===== config.mk =====
export PLATFORM = sky130hd
export DESIGN_NAME = stop_wake_ctrl
export DESIGN_NICKNAME = d
export VERILOG_FILES = /design/src/rtl/stop_wake_pkg.sv /design/src/rtl/stop_unlock.sv /design/src/rtl/osc_settle.sv /design/src/rtl/stop_fsm.sv /design/src/rtl/stop_wake_ctrl.sv
export SDC_FILE = /design/constraint.sdc
export NUM_CORES = 1
export LEC_CHECK = 0
export BUFFER_PORTS_ARGS = -buffer_cell sky130_fd_sc_hd__buf_2
export CORE_MARGIN = 5
export CORE_UTILIZATION = 55
export DETAILED_ROUTE_END_ITERATION = 7
export GPL_TIMING_DRIVEN = 0
export MAX_ROUTING_LAYER = met4
export PLACE_DENSITY = 0.79
export SYNTH_ARGS = -nofsm -noshare
export SYNTH_HDL_FRONTEND = slang
export SYNTH_HIERARCHICAL = 1
export SYNTH_SLANG_ARGS = --single-unit

===== constraint.sdc =====
create_clock -name clk_i -period 2.7 [get_ports clk_i]
set_clock_uncertainty 0.15 [all_clocks]
set_input_delay 0.27 -clock clk_i [delete_from_list [all_inputs] [get_ports clk_i]]
set_output_delay 0.27 -clock clk_i [all_outputs]
set_load 0.03 [all_outputs]

===== src/rtl/stop_wake_pkg.sv =====
package stop_wake_pkg;
  typedef enum logic [2:0] {
    ST_RUN, ST_ENT0, ST_ENT1, ST_STOP, ST_WAKE
  } stop_state_e;

  typedef enum logic [1:0] {
    KEY_IDLE, KEY_HALF, KEY_ARMED
  } key_state_e;

  localparam logic       ADDR_KEY  = 1'b0;
  localparam logic       ADDR_CTRL = 1'b1;
  localparam logic [7:0] KEY_FIRST = 8'h5A;
  localparam logic [7:0] KEY_SECOND = 8'hA5;
  localparam int         STOP_POS  = 0;
endpackage


===== src/rtl/stop_unlock.sv =====
module stop_unlock
  import stop_wake_pkg::*;
#(
  parameter int DATA_W = 8
) (
  input  logic              clk_i,
  input  logic              rst_ni,
  input  logic              wr_en_i,
  input  logic              wr_addr_i,
  input  logic [DATA_W-1:0] wr_data_i,
  input  logic              consume_i,
  output logic              armed_o
);
  key_state_e key_q;
  logic key_wr, is_first, is_second;

  assign key_wr    = wr_en_i && (wr_addr_i == ADDR_KEY);
  assign is_first  = (wr_data_i == DATA_W'(KEY_FIRST));
  assign is_second = (wr_data_i == DATA_W'(KEY_SECOND));

  always_ff @(posedge clk_i or negedge rst_ni) begin
    if (!rst_ni) begin
      key_q <= KEY_IDLE;
    end else if (consume_i) begin
      key_q <= KEY_IDLE;
    end else if (key_wr) begin
      if (is_first)                            key_q <= KEY_HALF;
      else if (is_second && key_q == KEY_HALF) key_q <= KEY_ARMED;
      else                                     key_q <= KEY_IDLE;
    end
  end

  assign armed_o = (key_q == KEY_ARMED);

  AST_ARM_NEEDS_SECOND_KEY: assert property (@(posedge clk_i) disable iff (!rst_ni)
    $rose(armed_o) |-> $past(key_wr && is_second));
  AST_CONSUME_DISARMS: assert property (@(posedge clk_i) disable iff (!rst_ni)
    consume_i |=> !armed_o);
endmodule


===== src/rtl/osc_settle.sv =====
module osc_settle #(
  parameter int EDGES = 8192
) (
  input  logic clk_i,
  input  logic rst_ni,
  input  logic osc_en_i,
  input  logic ready_i,
  input  logic edge_i,
  output logic gate_o
);
  localparam int CNT_W = (EDGES > 1) ? $clog2(EDGES) : 1;
  localparam logic [CNT_W-1:0] TERM = CNT_W'(EDGES - 1);

  logic [CNT_W-1:0] cnt_q;
  logic             done_q;

  always_ff @(posedge clk_i or negedge rst_ni) begin
    if (!rst_ni) begin
      cnt_q  <= '0;
      done_q <= 1'b1;
    end else if (!osc_en_i) begin
      cnt_q  <= '0;
      done_q <= 1'b0;
    end else if (!done_q && ready_i && edge_i) begin
      if (cnt_q == TERM) done_q <= 1'b1;
      else               cnt_q  <= cnt_q + 1'b1;
    end
  end

  assign gate_o = done_q && osc_en_i;

  AST_GATE_NEEDS_ENABLE: assert property (@(posedge clk_i) disable iff (!rst_ni)
    gate_o |-> osc_en_i);
  AST_OPEN_AT_TERMINAL: assert property (@(posedge clk_i) disable iff (!rst_ni)
    $rose(done_q) |-> ($past(cnt_q) == TERM && $past(ready_i && edge_i)));
  AST_COUNT_SATURATES: assert property (@(posedge clk_i) disable iff (!rst_ni)
    (done_q && osc_en_i) |=> $stable(cnt_q));
endmodule


===== src/rtl/stop_fsm.sv =====
module stop_fsm
  import stop_wake_pkg::*;
(
  input  logic clk_i,
  input  logic rst_ni,
  input  logic wr_en_i,
  input  logic wr_addr_i,
  input  logic stop_req_i,
  input  logic armed_i,
  input  logic wake_i,
  input  logic hs_done_i,
  output logic consume_o,
  output logic stop_bit_o,
  output logic osc_en_o
);
  stop_state_e state_q;
  logic stop_q, osc_en_q, ctrl_stop;

  assign ctrl_stop = wr_en_i && (wr_addr_i == ADDR_CTRL) && stop_req_i;
  assign consume_o = ctrl_stop && armed_i && (state_q == ST_RUN);

  always_ff @(posedge clk_i or negedge rst_ni) begin
    if (!rst_ni) begin
      state_q  <= ST_RUN;
      stop_q   <= 1'b0;
      osc_en_q <= 1'b1;
    end else begin
      case (state_q)
        ST_RUN: if (consume_o) begin
          state_q <= ST_ENT0;
          stop_q  <= 1'b1;
        end
        ST_ENT0: if (wake_i) begin
          state_q <= ST_RUN;
          stop_q  <= 1'b0;
        end else begin
          state_q <= ST_ENT1;
        end
        ST_ENT1: if (wake_i) begin
          state_q <= ST_RUN;
          stop_q  <= 1'b0;
        end else begin
          state_q  <= ST_STOP;
          osc_en_q <= 1'b0;
        end
        ST_STOP: if (wake_i) begin
          state_q  <= ST_WAKE;
          stop_q   <= 1'b0;
          osc_en_q <= 1'b1;
        end
        ST_WAKE: if (hs_done_i) state_q <= ST_RUN;
        default: state_q <= ST_RUN;
      endcase
    end
  end

  assign stop_bit_o = stop_q;
  assign osc_en_o   = osc_en_q;

  AST_UNARMED_IGNORED: assert property (@(posedge clk_i) disable iff (!rst_ni)
    (state_q == ST_RUN && ctrl_stop && !armed_i) |=> (state_q == ST_RUN && !stop_q));
  AST_STOP_OSC_OFF: assert property (@(posedge clk_i) disable iff (!rst_ni)
    (state_q == ST_STOP) |-> (!osc_en_q && stop_q));
  AST_ENTRY_TWO_CYCLES: assert property (@(posedge clk_i) disable iff (!rst_ni)
    (state_q == ST_STOP && $past(state_q) != ST_STOP) |->
      ($past(state_q) == ST_ENT1 && $past(state_q, 2) == ST_ENT0));
  AST_WAKE_RESTARTS: assert property (@(posedge clk_i) disable iff (!rst_ni)
    (state_q == ST_STOP && wake_i) |=> (osc_en_q && !stop_q));
  AST_CANCEL_ENTRY: assert property (@(posedge clk_i) disable iff (!rst_ni)
    ((state_q == ST_ENT0 || state_q == ST_ENT1) && wake_i) |=>
      (state_q == ST_RUN && osc_en_q && !stop_q));
endmodule


===== src/rtl/stop_wake_ctrl.sv =====
module stop_wake_ctrl
  import stop_wake_pkg::*;
#(
  parameter int DATA_W       = 8,
  parameter int NUM_PINS     = 4,
  parameter int SETTLE_EDGES = 8192
) (
  input  logic                clk_i,
  input  logic                rst_ni,
  input  logic                wr_en_i,
  input  logic                wr_addr_i,
  input  logic [DATA_W-1:0]   wr_data_i,
  input  logic                nmi_i,
  input  logic [NUM_PINS-1:0] pin_irq_i,
  input  logic [NUM_PINS-1:0] pin_ie_i,
  input  logic                hs_edge_i,
  input  logic                hs_ready_i,
  input  logic                ls_edge_i,
  input  logic                ls_ready_i,
  output logic                hs_osc_en_o,
  output logic                ls_osc_en_o,
  output logic                osc_clk_gate_o,
  output logic                hs_sys_gate_o,
  output logic                ls_gate_o,
  output logic                stop_bit_o,
  output logic                run_o
);
  localparam int NUM_DOM = 2;  // 0 = fast, 1 = slow

  logic armed, consume, wake, osc_en;
  logic [NUM_DOM-1:0] edge_v, ready_v, gate_v;

  assign wake    = nmi_i || |(pin_irq_i & pin_ie_i);
  assign edge_v  = {ls_edge_i, hs_edge_i};
  assign ready_v = {ls_ready_i, hs_ready_i};

  stop_unlock #(.DATA_W(DATA_W)) u_unlock (
    .clk_i, .rst_ni, .wr_en_i, .wr_addr_i, .wr_data_i,
    .consume_i (consume),
    .armed_o   (armed)
  );

  stop_fsm u_fsm (
    .clk_i, .rst_ni, .wr_en_i, .wr_addr_i,
    .stop_req_i (wr_data_i[STOP_POS]),
    .armed_i    (armed),
    .wake_i     (wake),
    .hs_done_i  (gate_v[0]),
    .consume_o  (consume),
    .stop_bit_o (stop_bit_o),
    .osc_en_o   (osc_en)
  );

  for (genvar d = 0; d < NUM_DOM; d++) begin : g_dom
    osc_settle #(.EDGES(SETTLE_EDGES)) u_settle (
      .clk_i, .rst_ni,
      .osc_en_i (osc_en),
      .ready_i  (ready_v[d]),
      .edge_i   (edge_v[d]),
      .gate_o   (gate_v[d])
    );
  end

  assign hs_osc_en_o    = osc_en;
  assign ls_osc_en_o    = osc_en;
  assign osc_clk_gate_o = gate_v[0];
  assign hs_sys_gate_o  = gate_v[0];
  assign ls_gate_o      = gate_v[1];
  assign run_o          = gate_v[0];

  AST_STOP_ALL_CLOSED: assert property (@(posedge clk_i) disable iff (!rst_ni)
    !hs_osc_en_o |-> !(osc_clk_gate_o || ls_gate_o || run_o));
  AST_WAKE_BIT_CLEARED: assert property (@(posedge clk_i) disable iff (!rst_ni)
    $rose(hs_osc_en_o) |-> (!stop_bit_o && ls_osc_en_o && !ls_gate_o));
endmodule


# After elaboration in Yosys (flattened, before gate mapping)

Cells that the tools add are included.

Latch bits: 0
Memories kept: 0
Word-level logic and storage cells: 89
Output and inout bits: 7
RAM bits: 0
Input port bits: 25
Flip-flop bits (word level): 35
Memory bits (read-only): 0

Div/mod/pow operators: 0
Reductions and logical operators: 28
Order comparisons: 0
Multiplexer cells: 28
Shifts and indexed selects: 0
$add $sub $neg: 2
Equal/unequal tests: 21
Bitwise gates (word level): 2
$mul: 0

Operators with widths:

| kind                  | count |
|---|---|
| $mux 13               | 6 |
| $add 13x1->13 const B | 2 |
| $eq 13x13->1 const B  | 2 |
| $pmux 3 s5            | 1 |
| $logic_and 1x1->1     | 12 |
| $mux 2                | 6 |
| $ne 2x1->1 const B    | 6 |
| $mux 1                | 10 |
| $ne 2x2->1 const B    | 5 |
| $mux 3                | 3 |
| $reduce_and 3->1      | 3 |
| $eq 8x7->1 const B    | 1 |
| $eq 8x8->1 const B    | 1 |
| $reduce_and 2->1      | 4 |
| $eq 3x2->1 const B    | 2 |
| $reduce_bool 2->1     | 3 |
| $and 4x4->4           | 1 |
| $pmux 1 s2            | 2 |
| $reduce_or 4->1       | 1 |
| $eq 3x1->1 const B    | 1 |
| $eq 3x3->1 const B    | 1 |
| $logic_not 3->1       | 1 |
| $reduce_or 3->1       | 1 |
| $eq 2x1->1 const B    | 1 |
| 4 further kinds       | 5 |

# Logic depth before layout (Yosys ltp)

Depth after elaboration: 6
Mapped depth: 7

# By module

The synthesis kept the hierarchy.

Modules (own cells, without submodules):

| module         | area an instance (um^2) | cells an instance | sequential area each (um^2) | times used |
|---|---|---|---|---|
| osc_settle     | 785.8                   | 82                | 351.6                       | 2 |
| stop_fsm       | 221.5                   | 20                | 126.4                       | 1 |
| stop_unlock    | 153.9                   | 14                | 50.0                        | 1 |
| stop_wake_ctrl | 41.3                    | 6                 | 0.0                         | 1 |

# Worst setup path before layout

Ideal clock, no wire load.

Kind: reg-to-reg
From: register g_dom[0].u_settle.cnt_q[0]
To: register g_dom[0].u_settle.cnt_q[2]
Arrival: 1.697 ns
Setup slack: 0.776 ns
Data required time: 2.472 ns
Path buffers: 1
Cell stages (with the launch flop): 7
Cells stage by stage: dfrtp_1 -> ha_1 -> nand4_1 -> nor4_2 -> buf_2 -> or4_2 -> a21oi_1

Longest elaborated chain between the ends: 4

Ends and longest elaborated chain:

| item                     | line             | RTL |
|---|---|---|
| start: declaration       | osc_settle.sv:14 | `logic [CNT_W-1:0] cnt_q;` |
| start signal: assignment | osc_settle.sv:26 | `else cnt_q <= cnt_q + 1'b1;` |
| $add 13x1->13            | osc_settle.sv:26 |  |
| $mux 13                  | osc_settle.sv:25 | `if (cnt_q == TERM) done_q <= 1'b1;` |
| $mux 13                  | osc_settle.sv:24 | `end else if (!done_q && ready_i && edge_i) begin` |
| $mux 13                  | osc_settle.sv:21 | `end else if (!osc_en_i) begin` |

Parallel ways exist; a longest one is shown, timed or not. The select of a mux whose other input is x is not followed.
A chain may end at the register's enable or synchronous reset.

# Final worst setup path

From: register g_dom[0].u_settle.cnt_q[0]
To: register g_dom[0].u_settle.cnt_q[0]

Same word-level chain as after synthesis.

==> impl_table.tex <==
\begin{tabular}{lr}
\hline
Metric & Value \\
\hline
\multicolumn{2}{l}{\textbf{Outcome}} \\
Outcome & complete, no violations \\
\multicolumn{2}{l}{\textbf{GRT}} \\
Pin count of the biggest net entering global routing & 36 \\
GRT Resource Usage Total & 18.79\% \\
Number of antenna violations at the first check in global routing & 0 \\
Via count of the first global-routing pass & 1,726 \\
Global-route congestion overflow total & 0 \\
First-pass GRT wire length & 7417 um \\
\multicolumn{2}{l}{\textbf{Clocking}} \\
Source-to-sink clock delay at the later pin of the worst-skew pair & 0.34 ns \\
Maximum clock path buffer count & 2 \\
Number of buffers created by CTS & 5 \\
Clock-pin slew on the worst setup and hold paths & 0.10 ns \\
Total number of clock tree sinks & 35 \\
Root Buffer Master & clkbuf\_4 \\
Clock tree from TritonCTS & yes \\
Number of gates resized after CTS & 0 \\
H-tree depth reported by CTS & 2 \\
\multicolumn{2}{l}{\textbf{STA}} \\
Final slew viol count & 0 \\
Total count of hold-check failures in the final report & 0 \\
Share of the clock period used by the worst path & 84.09\% \\
Final period demand of the worst path & 2.270 ns \\
\# setup viols final & 0 \\
Maximum clock frequency & 0.4405 GHz \\
Slew @ Worst Pin & between 0.7 and 0.8 ns \\
RSZ-0062 raised after global routing & false \\
Max-Slew Margin vs Limit & 48.89\% \\
Fin Setup TNS & 0 ns \\
\multicolumn{2}{l}{\textbf{Setup path}} \\
Critical path class & flop to flop \\
Maximum fanout along the worst path & 10 \\
Worst path max stage delay & 0.49 ns \\
Worst setup SP type & flop \\
Critical Path Source & g\_dom[0].u\_settle/cnt\_q[0]\$\_DFFE\_PN0P\_ \\
Register-to-Register Path Depth & 7 \\
Reg-to-reg slack, setup & 0.43 ns \\
Launch instance of the worst register-to-register path & g\_dom[0].u\_settle/cnt\_q[0]\$\_DFFE\_PN0P\_ \\
Reg-to-reg endpoint & g\_dom[0].u\_settle/cnt\_q[0]\$\_DFFE\_PN0P\_ \\
Worst EP arrival & 2.39 ns \\
Crit path max-delay cell type & nor4\_2 \\
Critical Path Sink Type & flop \\
Cells along the critical path & ha\_1 -> nand4\_1 -> nor4\_2 -> buf\_2 -> buf\_4 -> o21ai\_0 -> a21oi\_1 \\
Required arrival time at the worst endpoint & 2.82 ns \\
\multicolumn{2}{l}{\textbf{Synthesis}} \\
Area leader, netlist & dfrtp\_1 \\
Leading post-synthesis cells by cell area & dfrtp\_1, a21oi\_1, o31ai\_1 \\
Net count after synthesis & 231 \\
Synthesis warning total & 6 \\
Flip-flop cell with the highest count after synthesis & dfrtp\_1 \\
Number of synthesized flops with an enable pin & 0 \\
Synthesized area per cell & 9.746 um\^{}2 \\
Synthesized area & 0.001988 mm\^{}2 \\
Seq/Total Area, Yosys & 44.24\% \\
Library cell with the highest instance count after synthesis & dfrtp\_1 \\
Share of async-settable or async-resettable flops after synthesis & 100.0\% \\
Top post-synthesis cells by count & dfrtp\_1, a21oi\_1, o31ai\_1 \\
Cell count after synthesis & 204 \\
Proportion of netlist area held by the largest area contributor & 40.28\% \\
Unique masters post-synth & 43 \\
FF+latch count, synth & 35 \\
\multicolumn{2}{l}{\textbf{Worst hold path}} \\
Worst Hold Path Cells & 3 \\
Endpoint with the worst hold slack & u\_unlock/key\_q[0]\$\_DFFE\_PN0P\_ \\
Class of the tightest hold or removal check & primary input to flop \\
Worst Min Path Start & wr\_data\_i[2] \\
\multicolumn{2}{l}{\textbf{Die}} \\
Core box area & 0.003416 mm\^{}2 \\
Standard-cell rows & 21 \\
Die W & about 70 um \\
Starting Density & 58.21\% \\
Height of the die & 70.13 um \\
Area of the die & $\sim$0.0049 mm\^{}2 \\
Number of placed I/O pins & 32 \\
\multicolumn{2}{l}{\textbf{Layout}} \\
Layout overhead on the synthesized area & 14.22\% \\
Post-layout nets & 270 \\
Number of cells in the finished layout apart from fillers & 290 \\
Fraction of layout cells with a size suffix above 1 & between 20\% and 30\% \\
Number of diodes & 0 \\
Final std cell area, no fill & 0.002271 mm\^{}2 \\
\multicolumn{2}{l}{\textbf{Power}} \\
Psw & 0.0002014 W \\
Internal Dissipation & between 0.0006 and 0.0007 W \\
Power density over the cells & 384.4 mW/mm\^{}2 \\
Share of total power in the clock network & approximately a third \\
IR Drop Worst-Case VDD & 0.0002104 V \\
Sw Share & roughly 23\% \\
Fraction of power consumed by sequential logic & 60.1\% \\
Combinational share of power & 5.7\% \\
Leakage power figure & slightly below 0.9 nW \\
Tot Pwr & 0.0008730 W \\
\multicolumn{2}{l}{\textbf{Place}} \\
Detailed placer's ending HPWL & 3071 um \\
Number of placed instances with taps included & 281 \\
Port buffer count & 31 \\
Area after DPL & roughly 0.0022 mm\^{}2 \\
Gp weighted congestion & roughly 0.88 \\
\multicolumn{2}{l}{\textbf{Detailed routing}} \\
Number of DRC markers in iteration 0 & slightly above 200 \\
DRC violations left & 0 \\
Total Routed Length & 4280 um \\
Average vias per placed instance & 6.248 \\
Number of detailed-route iterations in the first pass & 4 \\
Number of nets still failing antenna checks after routing & 0 \\
Total via count in the routed design & between 1,500 and 2,000 \\
Routed length per placed instance & 14.76 um \\
\multicolumn{2}{l}{\textbf{Job}} \\
Max-cap violations & 0 \\
\hline
\end{tabular}
## metrics by stage
stage	utilization (%)	hold slack (ns)	worst slack [ns]
floorplan	-	-0.1756	0.7756
global placement	64.43	0.2456	0.4663
detailed placement	64.43	0.2452	0.4565
CTS	66.48	0.03126	0.4387
global route	66.48	0.02608	0.1782
finish	66.48	0.04173	0.4297
## final cells by class
class | instances | area [um^2]
Timing Repair Buffer | 32 | 165.2
Sequential cell | 35 | 879.6
Clock inverter | 1 | 5.005
Multi-Input combinational cell | 149 | 1010
Fill cell | 288 | 1145
Clock buffer | 7 | 55.05
Buffer | 13 | 72.57
Tap cell | 46 | 57.56
Inverter | 7 | 26.28
## metal layers
| layer | up-vias | track usage, % | wire length, um |
|---|---|---|---|
| li1 | 880 | - | - |
| met1 | 858 | 24.50 | 1970 |
| met2 | 70 | 29.70 | 1998 |
| met3 | 4 | 3.587 | 270 |
| met4 | 0 | 5.957 | 41 |
| met5 | - | - | 0 |
## cell usage in the layout, fill, tap and decap left out, types with 2 or more instances in the layout
master,n
dfrtp_1,32
nand3_2,2
o31ai_1,17
nor4_2,2
o41ai_1,2
o21a_1,2
or3b_2,2
inv_1,7
ha_1,2
nand3_1,4
nand4_1,9
buf_2,35
and3_1,2
dfstp_2,3
o21ai_1,3
or3_1,6
nor2_1,9
or4_2,4
clkbuf_1,5
and2_1,2
or4_1,12
nand3b_1,3
nor4_1,5
o31a_2,2
buf_4,5
nand2_1,11
a21oi_1,26
nand3b_4,2
and4_2,2
o21ai_0,5
clkbuf_4,5
## how the worst max path moves through the flow
stage / end / slack, ns / cells past startpoint
2_1_floorplan: g_dom[0].u_settle/cnt_q[2]$_DFFE_PN0P_ / 0.78 / 6
3_3_place_gp: g_dom[0].u_settle/cnt_q[0]$_DFFE_PN0P_ / 0.47 / 7
3_5_place_dp: g_dom[0].u_settle/cnt_q[10]$_DFFE_PN0P_ / 0.46 / 7
4_1_cts: g_dom[0].u_settle/cnt_q[0]$_DFFE_PN0P_ / 0.44 / 7
5_1_grt: g_dom[0].u_settle/cnt_q[10]$_DFFE_PN0P_ / 0.18 / 7
6_report: g_dom[0].u_settle/cnt_q[0]$_DFFE_PN0P_ / 0.43 / 7
## flip-flops by register name, summed over array words and instances (netlist names)
name                   cells
g_dom.u_settle/cnt_q      26
u_fsm/state_q              3
g_dom.u_settle/done_q      2
u_unlock/key_q             2
u_fsm/osc_en_o             1
u_fsm/stop_bit_o           1
## cells by family after synthesis
group | share of synthesized area, %
and+or+nand+nor | 30.90
AOI/OAI and AO/OA | 18.63
DFF | 44.24
buffers and inverters | 4.972
adders and majority gates | 1.258
## critical path: cells and delay by family, from the launching register on
family | cells | cell delay (ns)
AND/OR/NAND/NOR | 2 | 0.64
buffers and inverters | 2 | 0.52
flip-flops | 1 | 0.41
AO/OA/AOI/OAI | 2 | 0.24
adder cells (fa/ha/maj) | 1 | 0.24
## power by group through the flow
stage | sequential (W) | clock, W | combinational, W
2_1_floorplan | 0.000534 | 0 | 0.0000154
3_5_place_dp | 0.000534 | 0 | 0.0000497
3_3_place_gp | 0.000534 | 0 | 0.0000490
4_1_cts | 0.000524 | 0.000308 | 0.0000509
5_1_grt | 0.000525 | 0.000332 | 0.0000570
6_report | 0.000524 | 0.000299 | 0.0000499
## what timing repair did
item / CTS / global route
setup buffers: 0 / 0
hold buffers: 1 / 0
endpoints found under the hold margin: 32 / 0
(Power assumes the default switching activity.)
